File: config.mk
export PLATFORM = sky130hd
export DESIGN_NAME = dwt_channel
export DESIGN_NICKNAME = d
export VERILOG_FILES = /design/src/rtl/dwt_pkg.sv /design/src/rtl/dwt_prescale.sv /design/src/rtl/dwt_count.sv /design/src/rtl/dwt_act.sv /design/src/rtl/dwt_channel.sv
export SDC_FILE = /design/constraint.sdc
export NUM_CORES = 1
export LEC_CHECK = 0
export BUFFER_PORTS_ARGS = -buffer_cell sky130_fd_sc_hd__buf_2
export CAP_MARGIN = 10
export CORE_MARGIN = 1.5
export CORE_UTILIZATION = 48
export CTS_CLUSTER_SIZE = 8
export DETAILED_ROUTE_END_ITERATION = 16
export GPL_ROUTABILITY_DRIVEN = 1
export HOLD_SLACK_MARGIN = 0.03
export PLACE_DENSITY = 0.67
export SLEW_MARGIN = 0
export SYNTH_ARGS = -nofsm -noshare
export SYNTH_HDL_FRONTEND = slang
export SYNTH_SLANG_ARGS = --single-unit
File: constraint.sdc
create_clock -name clk -period 6.3 [get_ports clk]
set_input_delay 0.63 -clock clk [delete_from_list [all_inputs] [get_ports clk]]
set_output_delay 0.63 -clock clk [all_outputs]
set_load 0.05 [all_outputs]
File: src/rtl/dwt_pkg.sv
package dwt_pkg;

  typedef enum logic [1:0] {
    ACT_NONE = 2'b00,
    ACT_SET  = 2'b01,
    ACT_CLR  = 2'b10,
    ACT_TGL  = 2'b11
  } act_e;

  // Field order sets bit positions: clk_sel in [2:0], b_trg in [14:13]
  typedef struct packed {
    act_e       b_trg;
    act_e       b_per;
    act_e       b_cmp;
    act_e       a_trg;
    act_e       a_per;
    act_e       a_cmp;
    logic [2:0] clk_sel;
  } mode_t;

  localparam int MODE_W  = $bits(mode_t);
  localparam int ADDR_W  = 3;
  localparam int SEL_W   = 3;
  localparam int N_DIV   = 4;

  localparam logic [ADDR_W-1:0] ADR_MODE = 3'd0;
  localparam logic [ADDR_W-1:0] ADR_DA   = 3'd1;
  localparam logic [ADDR_W-1:0] ADR_DB   = 3'd2;
  localparam logic [ADDR_W-1:0] ADR_PER  = 3'd3;
  localparam logic [ADDR_W-1:0] ADR_CMD  = 3'd4;

  localparam int CMD_START = 0;
  localparam int CMD_STOP  = 1;
  localparam int CMD_TRIG  = 2;

  function automatic logic apply_act(act_e a, logic cur);
    case (a)
      ACT_SET: return 1'b1;
      ACT_CLR: return 1'b0;
      ACT_TGL: return ~cur;
      default: return cur;
    endcase
  endfunction

endpackage

File: src/rtl/dwt_prescale.sv
module dwt_prescale
  import dwt_pkg::*;
#(
  parameter int N_SEL_DIV = N_DIV
) (
  input  logic             clk,
  input  logic             rst,
  input  logic             run,
  input  logic             restart,
  input  logic [SEL_W-1:0] sel,
  input  logic             slow_tick,
  output logic             tick
);
  localparam int PRE_W = 2 * N_SEL_DIV - 1;

  logic [PRE_W-1:0] pre;
  logic [PRE_W-1:0] lim;
  logic             slow;

  // divisor is 2 << (2*sel); the limit is the divisor minus one
  always_comb begin
    lim = '1;
    lim = lim >> (2 * (N_SEL_DIV - 1) - 2 * int'(sel[1:0]));
  end

  assign slow = sel[SEL_W-1];
  assign tick = run && (slow ? slow_tick : (pre == lim));

  always_ff @(posedge clk) begin
    if (rst || restart || !run || slow) begin
      pre <= '0;
    end else if (pre == lim) begin
      pre <= '0;
    end else begin
      pre <= pre + 1'b1;
    end
  end

endmodule

File: src/rtl/dwt_count.sv
module dwt_count #(
  parameter int CNT_W = 16
) (
  input  logic             clk,
  input  logic             rst,
  input  logic             restart,
  input  logic             tick,
  input  logic [CNT_W-1:0] period,
  output logic [CNT_W-1:0] cnt
);

  always_ff @(posedge clk) begin
    if (rst || restart) begin
      cnt <= '0;
    end else if (tick) begin
      cnt <= (cnt == period) ? '0 : cnt + 1'b1;
    end
  end

endmodule

File: src/rtl/dwt_act.sv
module dwt_act
  import dwt_pkg::*;
(
  input  logic clk,
  input  logic rst,
  input  logic trig,
  input  act_e trg_act,
  input  logic per_hit,
  input  act_e per_act,
  input  logic cmp_hit,
  input  act_e cmp_act,
  output logic lvl
);

  always_ff @(posedge clk) begin
    if (rst) begin
      lvl <= 1'b0;
    end else if (trig) begin
      lvl <= apply_act(trg_act, lvl);
    end else if (per_hit && per_act != ACT_NONE) begin
      lvl <= apply_act(per_act, lvl);
    end else if (cmp_hit) begin
      lvl <= apply_act(cmp_act, lvl);
    end
  end

endmodule

File: src/rtl/dwt_channel.sv
module dwt_channel
  import dwt_pkg::*;
#(
  parameter int CNT_W = 16
) (
  input  logic              clk,
  input  logic              rst,
  input  logic              slow_tick,
  input  logic              wr_en,
  input  logic [ADDR_W-1:0] wr_addr,
  input  logic [CNT_W-1:0]  wr_data,
  output logic              out_a,
  output logic              out_b,
  output logic [CNT_W-1:0]  count
);
  localparam int N_OUT = 2;

  mode_t            mode_q;
  logic [CNT_W-1:0] duty_q [N_OUT];
  logic [CNT_W-1:0] rc_q;
  logic             clk_on;
  logic             cmd_wr;
  logic             trig;
  logic             tick;
  logic             per_hit;
  logic [CNT_W-1:0] cnt;

  assign cmd_wr = wr_en && (wr_addr == ADR_CMD);
  assign trig   = cmd_wr && wr_data[CMD_TRIG];

  always_ff @(posedge clk) begin
    if (rst) begin
      mode_q    <= '0;
      duty_q[0] <= '0;
      duty_q[1] <= '0;
      rc_q      <= '0;
      clk_on    <= 1'b0;
    end else if (wr_en) begin
      case (wr_addr)
        ADR_MODE: mode_q    <= mode_t'(wr_data[MODE_W-1:0]);
        ADR_DA:   duty_q[0] <= wr_data;
        ADR_DB:   duty_q[1] <= wr_data;
        ADR_PER:  rc_q      <= wr_data;
        ADR_CMD: begin
          if (wr_data[CMD_STOP]) clk_on <= 1'b0;
          else if (wr_data[CMD_START]) clk_on <= 1'b1;
        end
        default: ;
      endcase
    end
  end

  dwt_prescale u_pre (
    .clk      (clk),
    .rst      (rst),
    .run      (clk_on),
    .restart  (trig),
    .sel      (mode_q.clk_sel),
    .slow_tick(slow_tick),
    .tick     (tick)
  );

  dwt_count #(.CNT_W(CNT_W)) u_cnt (
    .clk    (clk),
    .rst    (rst),
    .restart(trig),
    .tick   (tick),
    .period (rc_q),
    .cnt    (cnt)
  );

  assign per_hit = tick && (cnt == rc_q);

  act_e             cmp_act [N_OUT];
  act_e             per_act [N_OUT];
  act_e             trg_act [N_OUT];
  logic [N_OUT-1:0] lvl;

  always_comb begin
    cmp_act[0] = mode_q.a_cmp;
    per_act[0] = mode_q.a_per;
    trg_act[0] = mode_q.a_trg;
    cmp_act[1] = mode_q.b_cmp;
    per_act[1] = mode_q.b_per;
    trg_act[1] = mode_q.b_trg;
  end

  for (genvar g = 0; g < N_OUT; g++) begin : g_out
    dwt_act u_act (
      .clk    (clk),
      .rst    (rst),
      .trig   (trig),
      .trg_act(trg_act[g]),
      .per_hit(per_hit),
      .per_act(per_act[g]),
      .cmp_hit(tick && (cnt == duty_q[g])),
      .cmp_act(cmp_act[g]),
      .lvl    (lvl[g])
    );
  end

  assign out_a = lvl[0];
  assign out_b = lvl[1];
  assign count = cnt;

endmodule

After elaboration in Yosys (flattened, before gate mapping):

Memory sizes are Yosys's and may differ from the RTL's.
Index checks and enable logic that the tools add are counted.

* add/sub/neg operators: 3
* multiply operators: 0
* div/mod/pow operators: 0
* magnitude comparators: 0
* equality and inequality tests: 30
* shift operators: 1
* muxes and demuxes: 28
* bitwise logic cells: 4
* reduce and logical (&&, ||, !) cells: 26

Operators with widths (count)
* $eq A16 B16 Y1: 3
* $mux W16: 3
* $shr A7 B32 Y7 const A: 1
* $eq A2 B2 Y1 const B: 12
* $mux W1: 19
* $pmux W1 S3: 6
* $add A16 B1 Y16 const B: 1
* $eq A2 B1 Y1 const B: 6
* $ne A5 B5 Y1 const B: 2
* $reduce_bool A5 Y1: 2
* $logic_and A1 B1 Y1: 8
* $ne A4 B1 Y1 const B: 2
* $reduce_and A4 Y1: 2
* $add A7 B1 Y7 const B: 1
* $eq A7 B7 Y1: 1
* $eq A3 B2 Y1 const B: 2
* $reduce_bool A2 Y1: 3
* $reduce_bool A3 Y1: 2
* $reduce_and A2 Y1: 2
* $sub A3 B3 Y4 const A: 1
* $eq A3 B1 Y1 const B: 1
* $eq A3 B3 Y1 const B: 1
* $logic_not A3 Y1: 1
* $logic_or A1 B1 Y1: 3
* other kinds (5): 7

* flip-flop bits (word level): 57
* latch bits: 0
* bits in writable memories: 32
* bits in read-only memories: 0
* input bits: 23
* output and inout bits: 18
* memories: 1

Memories
* duty_q: words 2, width 16, rd ports 2, clocked after memory_dff 0, wr ports 2, RTL line dwt_channel.sv:19 `logic [CNT_W-1:0] duty_q [N_OUT];`

Depth between registers and ports, before layout:

* word-level depth: 9
* gate-level depth with buffers: 9
* gate-level depth less buffers: 8

Hierarchy:

From an unflattened synthesis, not the netlist that was laid out.

* cell total of the unflattened synthesis: 442
* area, all modules: 4362.9 µm²

Modules (own cells, without submodules)
* dwt_channel: times used 1, cells each 267, area an instance 2773.9 µm², sequential area each 1601.5 µm²
* dwt_count: times used 1, cells each 98, area an instance 858.3 µm², sequential area each 320.3 µm²
* dwt_prescale: times used 1, cells each 41, area an instance 410.4 µm², sequential area each 140.1 µm²
* dwt_act: times used 2, cells each 18, area an instance 160.2 µm², sequential area each 20.0 µm²

Least setup slack after synthesis:

Ideal clock, no wire load.

* path type: in2reg
* start: in wr_addr[1]
* end: mem duty_q[0][0] (enable)
* library setup time: 0.414 ns
* arrival: 2.111 ns
* slack: 3.774 ns
* stages: 2
* path buffers: 1
* cells stage by stage: clkbuf_1 -> o31ai_1

RTL lines
* start: declaration: RTL line dwt_channel.sv:10 `input logic [ADDR_W-1:0] wr_addr,`
* end: declaration: RTL line dwt_channel.sv:19

Final worst setup path:

* start: reg u_cnt.cnt[2]
* end: reg u_cnt.cnt[8]

* cells in the longest elaborated chain, start to end: 2
* elaborated cells on any way between the ends: 3
* classes of those cells: add/sub (1); eq/ne (1); mux (1)

RTL lines
* start: declaration: RTL line dwt_count.sv:9 `output logic [CNT_W-1:0] cnt`
* start signal: assignment: RTL line dwt_count.sv:16 `cnt <= (cnt == period) ? '0 : cnt + 1'b1;`
* $add A16 B1 Y16 or $eq A16 B16 Y1 (tied branches): RTL line dwt_count.sv:16
* $mux W16 (*): RTL line dwt_count.sv:16

Mark *: on every way between the ends. The rest lies on a longest branch, timed or not.
A chain may end at the register's enable or synchronous reset.

==> results_dict.tcl <==
set metrics [dict create \
    clockBufferDepth 2 \
    start_kind "register" \
    io_pins 41 \
    ys_seq_elements 89 \
    syn_nets 485 \
    wl_per_cell_um 17.2 \
    maxSlewViolCount 0 \
    hold_buffers 0 \
    synth-simple-area-share_pct 18.8 \
    cts_root_buf "clkbuf_8" \
    synthAdderAreaFrac_pct 1.75 \
    tritoncts "built" \
    track_usage_pct 22.4 \
    start_util_pct 49.5 \
    maxSlewHeadroom_pct 40.6 \
    nets 507 \
    syn_inst 456 \
    yosysUniqueCellTypes 44 \
    clock_sinks 89 \
    clock_latency_ns 0.37 \
    ys_top_cells_by_area "dfxtp_1 27%, edfxtp_1 22%, xor2_1 9.0%, nand2_1 6.1%, a21oi_1 4.7%" \
    power.density_nw_per_um2 242 \
    p_sw_mw 0.277 \
    yosysWarnings 0 \
    cts_buffers 9 \
    synth_compound_area_share_pct 12.7 \
    die_h_um 97.6 \
    hold_viol 0 \
    yosysTopAreaCellShare_pct 26.6 \
    r2r_start "u_cnt.cnt[2]$_SDFFE_PP0P_" \
    drt_first_pass_iters 4 \
    setup_ws_ns 3.74 \
    initialDrtViolationCount 220 \
    period_share_pct 40.6 \
    synth_most_common_cell "nand2_1" \
    crit_chain "xor2_1, nor4_1, nand4_1, o21ai_2, nor2_1" \
    grt_max_degree 39 \
    crit_slowest_cell "dfxtp_1" \
    htree_num_levels 3 \
    first_global_vias 3088 \
    hold_ws_ns 0.470 \
    switching_share_pct 24.1 \
    ys.flop_type "dfxtp_1" \
    yosys.area.top_type "dfxtp_1" \
    crit_path_max_incr_delay_ns 0.76 \
    viasPerCell 5.52 \
    rrSetupSlack_ns 3.74 \
    ir_drop_v 0.000129 \
    io_buffer_count 40 \
    antenna_found_initial 0 \
    cts_resized 0 \
    r2r_end "u_cnt.cnt[8]$_SDFFE_PP0P_" \
    reg2regPathDepth 5 \
    place_hpwl_mm 7.42 \
    max_cap_violations 0 \
    overflow 0 \
    fin_skew_ns 0.0114 \
    clkTransAtPathRegs_ns 0.10 \
    area_delta_synth_final_pct 10.6 \
    syn_area_um2 4300 \
    ys_seq_area_share_pct 48.9 \
    p_clk_share_pct 39.3 \
    outcome "complete, no violations" \
    finalSetupTns_ns 0 \
    grt_pass1_wl_mm 16.4 \
    ant_nets 0 \
    n_antenna_cell 0 \
    multi_input_area_um2 2020 \
    synth_top_family_by_area "simple AND/OR/NAND/NOR gates" \
    drive_gt1_share_pct 13.7 \
    fin_crit_ns 2.56 \
    combPwrFrac_pct 6.1 \
    num_vias 3262 \
    crit_path_end_kind "register" \
    die-area_um2 9520 \
    place_ws_ns 3.73 \
    min_path_cells 2 \
    num_rows 34 \
    p_total_mw 1.15 \
    core_area_um2 8680 \
    crit_buf_inv 0 \
    rsz0062_at_grt "no" \
    power_frac_seq_pct 54.6 \
    criticalPathCategory "reg -> reg" \
    synth_xor_area_share_pct 13.0 \
    regArea_um2 2100 \
    crit_family "simple AND/OR/NAND/NOR gates" \
    p_leak_nw 1.83 \
    crit_fanout 16 \
    hp-class "reg -> reg" \
    fmax_mhz 391 \
    required_ns 6.53 \
    async_flop_share_pct 0 \
    syn_avg_cell_area_um2 9.42 \
    cp-endpoint "u_cnt.cnt[8]$_SDFFE_PP0P_" \
    tightest_slew_ns 0.885 \
    synth.mux.area_fraction_pct 0.466 \
    die-width_um 97.6 \
    critPathArrivalTime_ns 2.79 \
    path_depth 5 \
    synth-edff-count 32 \
    fillers 812 \
    gp_congestion 0.824 \
    drc 0 \
    wl_mm 10.2 \
    p_int_mw 0.870 \
    yosys-top-cells-count "70 x nand2_1, 57 x dfxtp_1, 44 x xor2_1, 40 x a21oi_1, 32 x edfxtp_1" \
    finalSetupViolations 0 \
    worstSetupStartpoint "u_cnt.cnt[2]$_SDFFE_PP0P_" \
    post_cts_buffers 0 \
]
[stage by stage]
stage / utilization (%) / cell area [µm²] / cells
4_1_cts: 54.7 / 4750 / 591
3_3_place_gp: 52.1 / 4520 / 575
2_1_floorplan: - / 4300 / 456
3_5_place_dp: 52.1 / 4520 / 575
6_report: 54.7 / 4750 / 591
5_1_grt: 54.7 / 4750 / 591
[power groups by stage]
stage          Clock, mW  Sequential (mW)  Combinational (mW)
6_report           0.451            0.627              0.0696
5_1_grt            0.484            0.629              0.0765
4_1_cts            0.455            0.627              0.0699
3_5_place_dp           0            0.640              0.0696
3_3_place_gp           0            0.640              0.0683
2_1_floorplan          0            0.636              0.0436
[sequential cells by signal, summed over array words and instances, names as in the netlist]
signal	flops
clk_on	1
cmp_act	4
duty_q	32
g_out.u_act.lvl	2
mode_q	11
rc_q	16
u_cnt.cnt	16
u_pre.pre	7
[tightest hold or removal path, cell delays in order (launching register included)]
cell and delay [ns]:
dfxtp_1 0.32, nand2_1 0.06, a21oi_1 0.05
[worst min path at each step]
stage                                start                endpoint  slack, ns
finish              mode_q[8]$_SDFFE_PP0P_  mode_q[8]$_SDFFE_PP0P_       0.47
global route                    wr_data[1]     clk_on$_SDFFE_PP0P_       0.48
CTS                 mode_q[8]$_SDFFE_PP0P_  mode_q[8]$_SDFFE_PP0P_       0.47
detailed placement    rc_q[3]$_SDFFE_PP0P_    rc_q[3]$_SDFFE_PP0P_       0.46
global placement    mode_q[8]$_SDFFE_PP0P_  mode_q[8]$_SDFFE_PP0P_       0.45
floorplan           mode_q[7]$_SDFFE_PP0P_  mode_q[7]$_SDFFE_PP0P_       0.44
[kinds of logic (layout without fill, tap and decap cells)]
kind of cell | count (synthesis) | count (layout)
buffers and inverters | 45 | 72
flip-flops | 89 | 89
adder cells (fa/ha/maj) | 6 | 6
AND/OR/NAND/NOR | 170 | 170
XOR/XNOR | 64 | 64
multiplexers | 2 | 2
AO/OA/AOI/OAI | 80 | 80
[layout by cell type, fill, tap and decap left out, types with 2 or more instances in the layout]
master / synthesis / final
o211ai_1: 5 / 5
bufinv_16: 0 / 2
xnor2_1: 20 / 20
a2bb2oi_1: 2 / 2
or3_1: 2 / 2
a211oi_1: 6 / 6
buf_4: 0 / 2
nand2_1: 70 / 70
o2111ai_1: 5 / 5
o31ai_1: 5 / 4
edfxtp_1: 32 / 32
or4_1: 4 / 4
nor4_1: 9 / 9
xor2_1: 44 / 44
nand2b_1: 2 / 2
a21oi_1: 40 / 40
nand4_1: 5 / 5
and2_1: 18 / 18
nor2b_1: 2 / 2
nor2_1: 25 / 25
o21ai_0: 5 / 5
nand3_1: 11 / 11
dfxtp_1: 57 / 57
ha_1: 6 / 6
clkbuf_8: 0 / 9
and3_1: 9 / 9
mux2i_1: 2 / 2
inv_6: 0 / 2
inv_1: 14 / 14
nor3_1: 10 / 9
buf_2: 12 / 40
[cell type report]
class | count | share of cell area [%]
flip-flops and latches | 89 | 44.3
multi-input cells | 322 | 42.5
clock inverters | 6 | 2.05
repair buffers | 42 | 4.53
clock buffers | 10 | 2.69
well taps | 108 | 2.85
inverters | 14 | 1.11
[per-layer routing]
metal	wire length (µm)	up-vias	global-route usage (%)
met4	139	0	6.15
met2	4640	97	34.6
met1	4740	1538	31.1
met3	645	10	5.76
met5	0	-	0
li1	-	1617	-
Note: power is estimated with default switching activity, not from simulation.
